$ cat src/rtl/fcomp_pkg.sv
package fcomp_pkg;

  // width of the rate counter that spreads pulses across one window
  localparam int FC_RATE_W = 7;

  // strobes from the control path to the datapath
  typedef struct packed {
    logic                 winEnd;  // last cycle of the window
    logic                 tick;    // prescaled tick
    logic [FC_RATE_W-1:0] rise;    // one-hot: lowest bit rising on this tick
  } fcStrb_t;

endpackage

$ cat src/rtl/fcomp_ctrl.sv
module fcomp_ctrl
  import fcomp_pkg::*;
#(
  parameter int PRE_W  = 2,
  parameter int RATE_W = FC_RATE_W
) (
  input  logic    clk,
  input  logic    rst_n,
  output fcStrb_t strb
);

  logic [PRE_W-1:0]  preCnt;
  logic [RATE_W-1:0] rateCnt;
  logic [RATE_W-1:0] onesBelow;
  logic [RATE_W-1:0] riseRaw;
  logic              tick;

  // prescaler: one tick every 2**PRE_W cycles, on the last count
  always_ff @(posedge clk or negedge rst_n) begin
    if (!rst_n) preCnt <= '0;
    else        preCnt <= preCnt + 1'b1;
  end

  assign tick = &preCnt;

  // rate counter advances once per tick and wraps once per window
  always_ff @(posedge clk or negedge rst_n) begin
    if (!rst_n)    rateCnt <= '0;
    else if (tick) rateCnt <= rateCnt + 1'b1;
  end

  // lowest zero bit of rateCnt is the bit that rises on the increment
  assign onesBelow[0] = 1'b1;
  assign riseRaw[0]   = ~rateCnt[0];
  for (genvar k = 1; k < RATE_W; k++) begin : g_rise
    assign onesBelow[k] = onesBelow[k-1] & rateCnt[k-1];
    assign riseRaw[k]   = ~rateCnt[k] & onesBelow[k];
  end

  assign strb.tick   = tick;
  assign strb.winEnd = tick & (&rateCnt);
  assign strb.rise   = tick ? riseRaw : '0;

endmodule

$ cat src/rtl/fcomp_dp.sv
module fcomp_dp
  import fcomp_pkg::*;
#(
  parameter int CNT_W  = 8,
  parameter int RATE_W = FC_RATE_W
) (
  input  logic                    clk,
  input  logic                    rst_n,
  input  fcStrb_t                 strb,
  input  logic                    leadIn,
  input  logic                    lagIn,
  output logic signed [CNT_W-1:0] netCnt,
  output logic signed [CNT_W-1:0] accVal,
  output logic                    corrLead,
  output logic                    corrLag
);

  localparam int LIM = (1 << RATE_W) - 1;
  localparam logic signed [CNT_W:0]   SLIM  = (CNT_W+1)'(LIM);
  localparam logic signed [CNT_W-1:0] LIMP  = CNT_W'(LIM);
  localparam logic signed [CNT_W-1:0] LIMN  = -LIMP;

  function automatic logic signed [CNT_W-1:0] satAdd(
    input logic signed [CNT_W-1:0] a,
    input logic signed [CNT_W-1:0] b
  );
    logic signed [CNT_W:0] s;
    s = {a[CNT_W-1], a} + {b[CNT_W-1], b};
    if (s > SLIM)       return LIMP;
    else if (s < -SLIM) return LIMN;
    else                return s[CNT_W-1:0];
  endfunction

  logic signed [CNT_W-1:0] step;
  logic signed [CNT_W-1:0] netNext;
  logic        [CNT_W-1:0] absVal;
  logic        [RATE_W-1:0] mag;
  logic        [RATE_W-1:0] gated;
  logic                     fire;

  always_comb begin
    if (leadIn && !lagIn)      step = CNT_W'(1);
    else if (lagIn && !leadIn) step = '1;
    else                       step = '0;
  end

  assign netNext = satAdd(netCnt, step);

  // window up/down counter; cleared once its value is handed over
  always_ff @(posedge clk or negedge rst_n) begin
    if (!rst_n)           netCnt <= '0;
    else if (strb.winEnd) netCnt <= '0;
    else                  netCnt <= netNext;
  end

  // running estimate, updated only at the window boundary
  always_ff @(posedge clk or negedge rst_n) begin
    if (!rst_n)           accVal <= '0;
    else if (strb.winEnd) accVal <= satAdd(accVal, netNext);
  end

  // magnitude of the estimate, clamped to the rate range
  always_comb begin
    absVal = accVal[CNT_W-1] ? (~accVal + 1'b1) : accVal;
    if (absVal > CNT_W'(LIM)) mag = RATE_W'(LIM);
    else                      mag = absVal[RATE_W-1:0];
  end

  // rate bit k pairs with magnitude bit RATE_W-1-k
  for (genvar k = 0; k < RATE_W; k++) begin : g_brm
    assign gated[k] = strb.rise[k] & mag[RATE_W-1-k];
  end

  assign fire = |gated;

  always_ff @(posedge clk or negedge rst_n) begin
    if (!rst_n) begin
      corrLead <= 1'b0;
      corrLag  <= 1'b0;
    end else begin
      corrLead <= fire & ~accVal[CNT_W-1];
      corrLag  <= fire &  accVal[CNT_W-1];
    end
  end

endmodule

$ cat src/rtl/incr_freq_comp.sv
module incr_freq_comp
  import fcomp_pkg::*;
#(
  parameter int CNT_W  = 8,
  parameter int PRE_W  = 2,
  parameter int RATE_W = FC_RATE_W
) (
  input  logic clk,
  input  logic rst_n,
  input  logic leadIn,
  input  logic lagIn,
  output logic corrLead,
  output logic corrLag
);

  fcStrb_t                 strb;
  logic signed [CNT_W-1:0] netCnt;
  logic signed [CNT_W-1:0] accVal;
  logic                    winEndS;
  logic                    tickS;

  fcomp_ctrl #(.PRE_W(PRE_W), .RATE_W(RATE_W)) u_ctrl (
    .clk   (clk),
    .rst_n (rst_n),
    .strb  (strb)
  );

  fcomp_dp #(.CNT_W(CNT_W), .RATE_W(RATE_W)) u_dp (
    .clk      (clk),
    .rst_n    (rst_n),
    .strb     (strb),
    .leadIn   (leadIn),
    .lagIn    (lagIn),
    .netCnt   (netCnt),
    .accVal   (accVal),
    .corrLead (corrLead),
    .corrLag  (corrLag)
  );

  assign winEndS = strb.winEnd;
  assign tickS   = strb.tick;

endmodule

$ cat config.mk
export PLATFORM = sky130hd
export DESIGN_NAME = incr_freq_comp
export DESIGN_NICKNAME = d
export VERILOG_FILES = /design/src/rtl/fcomp_pkg.sv /design/src/rtl/fcomp_ctrl.sv /design/src/rtl/fcomp_dp.sv /design/src/rtl/incr_freq_comp.sv
export SDC_FILE = /design/constraint.sdc
export NUM_CORES = 1
export LEC_CHECK = 0
export BUFFER_PORTS_ARGS = -buffer_cell sky130_fd_sc_hd__buf_2
export CAP_MARGIN = 20
export CORE_MARGIN = 5
export CORE_UTILIZATION = 45
export CTS_BUF_LIST = sky130_fd_sc_hd__clkbuf_16
export DETAILED_ROUTE_END_ITERATION = 16
export HOLD_SLACK_MARGIN = 0.15
export PLACE_DENSITY = 0.62
export SETUP_SLACK_MARGIN = 0.2
export SYNTH_ARGS = -nofsm -noshare
export SYNTH_HDL_FRONTEND = slang
export SYNTH_SLANG_ARGS = --single-unit
$ cat constraint.sdc
create_clock -name clk -period 13.03 [get_ports clk]
set_input_delay 3.2575 -clock clk [delete_from_list [all_inputs] [get_ports clk]]
set_output_delay 3.2575 -clock clk [all_outputs]
set_load 0.01 [all_outputs]
# Word-level counts from Yosys, hierarchy flattened
# Cells that the tools add are included.
# word_totals
elab_cells	63
n_memories	0
mem_bits_rw	0
latchBits	0
reg_bits	27
rom_bits	0
in_bits	4
# op_classes
n_lt_le_gt_ge	5
n_eq_ne	0
reduce_logical	7
n_addsub	5
n_bitwise	30
div	0
muxes	10
multipliers	0
shift	0
# op_table
operator	count
$mux W8	8
$and A1 B1 Y1	21
$add A8 B8 Y9	2
$gt A9 B8 Y1 const B	2
$lt A9 B8 Y1 const B	2
$mux W7	2
$add A8 B1 Y8 const B	1
$gt A8 B7 Y1 const B	1
$not A1 Y1	8
$not A8 Y8	1
$add A7 B1 Y7 const B	1
$reduce_and A7 Y1	1
$reduce_or A7 Y1	1
$add A2 B1 Y2 const B	1
$logic_and A1 B1 Y1	2
$logic_not A1 Y1	2
$reduce_and A2 Y1	1

# Longest topological paths before layout
# depth
depth_word	12
depth_mapped	24
depth_no_buf	23

# Hierarchy
# A second synthesis with hierarchy kept.
# hier_totals
cells_unflattened	264
hier_area_um2	2369.8
# by_module_without_submodules
mod	area_per_inst_um2	instances	seq_area_each_um2	cells_per_inst
fcomp_dp	1894.3	1	450.4	222
fcomp_ctrl	475.5	1	225.2	42

# Worst setup path after synthesis
# Ideal clock, no wire load.
# synth_path
path_kind	input to register
start	in leadIn
end	reg u_dp.accVal[0]
stages	23
setup_ns	0.126
n_path_buf	2
setup_slack_ns	5.411
arrival_ns	7.493
t_required_ns	12.904
cell_sequence	inv_1 > ha_1 > buf_4 > buf_2 > xor2_1 > ha_1 > and3b_1 > o21ai_2 > nand2_1 > a221o_2 > clkinv_4 > o21ai_2 > o32ai_2 > or3_1 > ha_1 > inv_1 > fa_1 > nor2b_1 > o31a_1 > nor4_1 > o21ai_1 > o41ai_1 > o32a_1
# synth_via
elab_chain_cells	12
word_cells_on_any_way	15
classes_between	add/sub (2); order compare (4); mux (6); reduce/logical (3)
# synth_lines
element	line	text
from (decl)	incr_freq_comp.sv:10	input logic leadIn,
$logic_not A1 Y1	fcomp_dp.sv:43	else if (lagIn && !leadIn) step = '1;
$logic_and A1 B1 Y1	fcomp_dp.sv:43	
$mux W8	fcomp_dp.sv:43	
$mux W8 *	fcomp_dp.sv:42	if (leadIn && !lagIn) step = CNT_W'(1);
$add A8 B8 Y9 *	fcomp_dp.sv:28	s = {a[CNT_W-1], a} + {b[CNT_W-1], b};
$lt A9 B8 Y1	fcomp_dp.sv:30	else if (s < -SLIM) return LIMN;
$mux W8	fcomp_dp.sv:30	
$mux W8 *	fcomp_dp.sv:29	if (s > SLIM) return LIMP;
$add A8 B8 Y9 *	fcomp_dp.sv:28	
$lt A9 B8 Y1	fcomp_dp.sv:30	
$mux W8	fcomp_dp.sv:30	
$mux W8 *	fcomp_dp.sv:29	
to (signal assigned)	fcomp_dp.sv:59	else if (strb.winEnd) accVal <= satAdd(accVal, netNext);
to (decl)	fcomp_dp.sv:13	output logic signed [CNT_W-1:0] accVal,
# Mark *: on every way between the ends. The rest lies on a longest branch, timed or not.
# A chain may end at the register's enable or synchronous reset.

# Final worst setup path
# Same ends and word-level chain as after synthesis.

==> summary.md <==
| Metric | Value |
|---|---|
| Max-Cap Viols | 0 |
| Clk_lat worst skew | 0.27 ns |
| Core area | 5040 um^2 |
| CTS Sinks | 27 |
| Top Usage Layer GRT | met2 |
| Die area | 6620 um^2 |
| Via/cell ratio | 5.54 |
| Syn Nets | 287 |
| CP arrival | 8.12 ns |
| Post-Layout Inst Area | 2430 um^2 |
| M1 GR Usage | roughly 22% |
| Final worst path period share | 61.1% |
| Area Overhead vs Synth | 5.84% |
| DRT iter0 DRCs | 91 |
| Worst slew pin tran | 0.732 ns |
| Slew HR | roughly half |
| Nets | between 200 and 300 |
| Dominant synthesized flop cell | dfrtp_1 |
| Met3 Resource Use GR | under 10% |
| H-tree levels | 1 |
| Synth Area per Inst | 8.69 um^2 |
| Status | complete, no violations |
| Clock Skews | just under 0.007 ns |
| Minimum clock period | 7.96 ns |
| Crit path buf inv count | 4 |
| Setup crit start | leadIn |
| Port Buffers | 5 |
| Synth cell types | 62 |
| Synthesized area | 2290 um^2 |
| Initial antenna violation count | 0 |
| Final setup fails | 0 |
| Syn. warnings | 0 |
| Crit end category | flop |
| Final Hold Fails | 0 |
| ANT nets after route | 0 |
| DP Area | 2340 um^2 |
| Detailed-route wire length | 4830 um |
| Crit start category | input port |
| R2r startpoint | u_dp.netCnt[1] |
| Multi-input gate area | 1500 um^2 |
| Tightest Hold Check Type | reg2reg |
| Die X | 81.4 um |
| Drt pass-1 iters | 4 |
| Starting density of the core | 45.5% |
| GPL Wtd Cong | between 0.8 and 0.9 |
| Seq cells post-synth | 27 |
| Critical-path maximum fanout | 20 |
| Root Buffer Master | clkbuf_16 |
| Commonest non-fill, non-tap cell in the layout | nand2_1 |
| IO Pins | 6 |
| RSZ-0062 raised after global routing | false |
| Fin. max-slew vios | 0 |
| Site Rows | 26 |
| Synth Instances | approximately 260 |
| CTS Buf Count | 3 |
| CTS Buffer Depth | 2 |
| Post-CTS Setup Repair Bufs | 0 |
| Fillers | just under 500 |
| Total grt overflow | 0 |
| Antenna Cells | 0 |
| Async set-reset flop share out of synthesis | 100% |
| Critical path cell sequence | buf_2, inv_1, ha_1, xor2_1, ha_1, and3b_1, o21ai_2, nand2_1, a221o_2, clkinv_4, o21ai_2, o32ai_2, or3_1, ha_1, inv_1, fa_1, nor2b_1, o31a_1, nor4_1, o21ai_1, o41ai_1, o32a_1 |
| Max incr delay on CP | 0.63 ns |
| Post-layout util | 48.1% |
| CTS Hold Buffers Added | 0 |
| Leak | 1.05 nW |
| Power density cells | about 260 nW/um^2 |
| # DRC | 0 |
| Hold slack | between 0.4 and 0.5 ns |
| Setup total negative slack | 0 ns |
| CTS tree | built |
| Kind of critical path | in2reg |
| GRT met2 Usage | 26.6% |
| Critical-path top delay cell | ha_1 |
| Hold path start | u_ctrl.preCnt[0] |
| Vias in the first global route | roughly 1800 |
| Cell family with most CP delay | compound AO/OA/AOI/OAI gates |
| Seq. cell area | between 600 and 700 um^2 |
| WP data required | 13.18 ns |
| Most frequent cells in the layout | nand2_1 (29), dfrtp_1 (27), nor2_1 (25) |
| Reg clk slew, reported paths | 0.07 ns |
| PostCTS Resize Cnt | 0 |
| Number of synthesized flops with an enable pin | 0 |
| Sequential share of the synthesized area | 29.5% |
| GRT Util Overall | 16.3% |
| HPWL after DPL | 3600 um |
| Die Y-Extent | 81.4 um |
| Max rail drop VDD | 0.000148 V |
| Critical path's most frequent cell | ha_1 |
| First-pass GRT wire length | 8370 um |
| WL per Instance | 14.6 um |
| Share of cells above drive strength 1 | 7.28% |
| Largest net degree at the start of global routing | 28 |
| Fmax achieved | 126 MHz |
| FF-to-FF setup slack | 8.36 ns |
| Via count | 1835 |
| Final Power | ~630 uW |
-- through the flow --
step                      cells  setup WS, ns
after floorplan             264          5.41
after global placement      327          4.93
after detailed placement    327          4.81
after CTS                   331          5.10
after global routing        331          4.62
final                       331          5.07
-- worst reg2reg max path, stage by stage (launching register included) --
cell	delay, ns
dfrtp_1	0.47
xor2_1	0.18
ha_1	0.25
and3b_1	0.19
o21ai_2	0.16
nand2_1	0.11
a221o_2	0.47
clkinv_4	0.11
o21ai_2	0.07
o32ai_2	0.35
or3_1	0.17
ha_1	0.16
inv_1	0.05
fa_1	0.39
nor2b_1	0.15
o31a_1	0.18
nor4_1	0.06
o21ai_1	0.50
o41ai_1	0.20
o32a_1	0.35
-- report_power, final --
part           switching, mW  total (mW)  leakage [nW]  internal [mW]
Clock                 0.0306      0.0724        0.0371         0.0418
Sequential            0.0228       0.120         0.305         0.0971
Combinational          0.259       0.440         0.704          0.181
-- cells in the mapped netlist (4+ instances only) --
library cell | instances | share of area, %
nand3_1 | 6 | 1.3
nand4_1 | 5 | 1.4
xnor2_1 | 16 | 6.1
o21ai_0 | 9 | 2.0
xor2_1 | 10 | 3.8
nand2_1 | 29 | 4.7
o31ai_1 | 5 | 1.6
inv_1 | 12 | 2.0
o21a_1 | 8 | 2.6
buf_2 | 4 | 0.87
nor2_1 | 25 | 4.1
a21oi_1 | 14 | 3.1
clkbuf_1 | 5 | 0.82
dfrtp_1 | 27 | 29
ha_1 | 18 | 9.8
-- layer usage --
layer,wire [um],vias up
met5,0,-
met4,77,0
met3,108,7
met2,2290,16
met1,2350,863
li1,-,949
-- final cells by class --
cell class | instances | area share, %
inverters | 13 | 2.22
clock buffers | 3 | 3.09
repair buffers | 5 | 1.03
well taps | 70 | 3.61
multi-input cells | 212 | 61.9
flip-flops and latches | 27 | 27.8
clock inverters | 1 | 0.309
-- path summary, 6_finish.rpt --
path / cells after the start / to
max reg2reg: 19 / u_dp.accVal[0]
min: 1 / u_ctrl.preCnt[0]
max: 22 / u_dp.accVal[0]
min reg2reg: 1 / u_ctrl.preCnt[0]
max in group asynchronous: 1 / u_ctrl.rateCnt[4]
min in group asynchronous: 1 / u_dp.accVal[2]
-- flip-flops by register name, summed over array words and instances (netlist names) --
register	cells
u_dp.corrLag	1
u_dp.accVal	8
u_dp.corrLead	1
u_ctrl.rateCnt	7
u_dp.netCnt	8
u_ctrl.preCnt	2
-- cells by family after synthesis --
logic type	Yosys count	synth area share [%]
compound gates	66	20.9
xor+xnor	27	10.6
fa+ha+maj	21	11.6
buf+inv	25	5.02
flops	27	29.5
mux	3	1.31
simple gates	95	21.1
(Power assumes the default switching activity.)
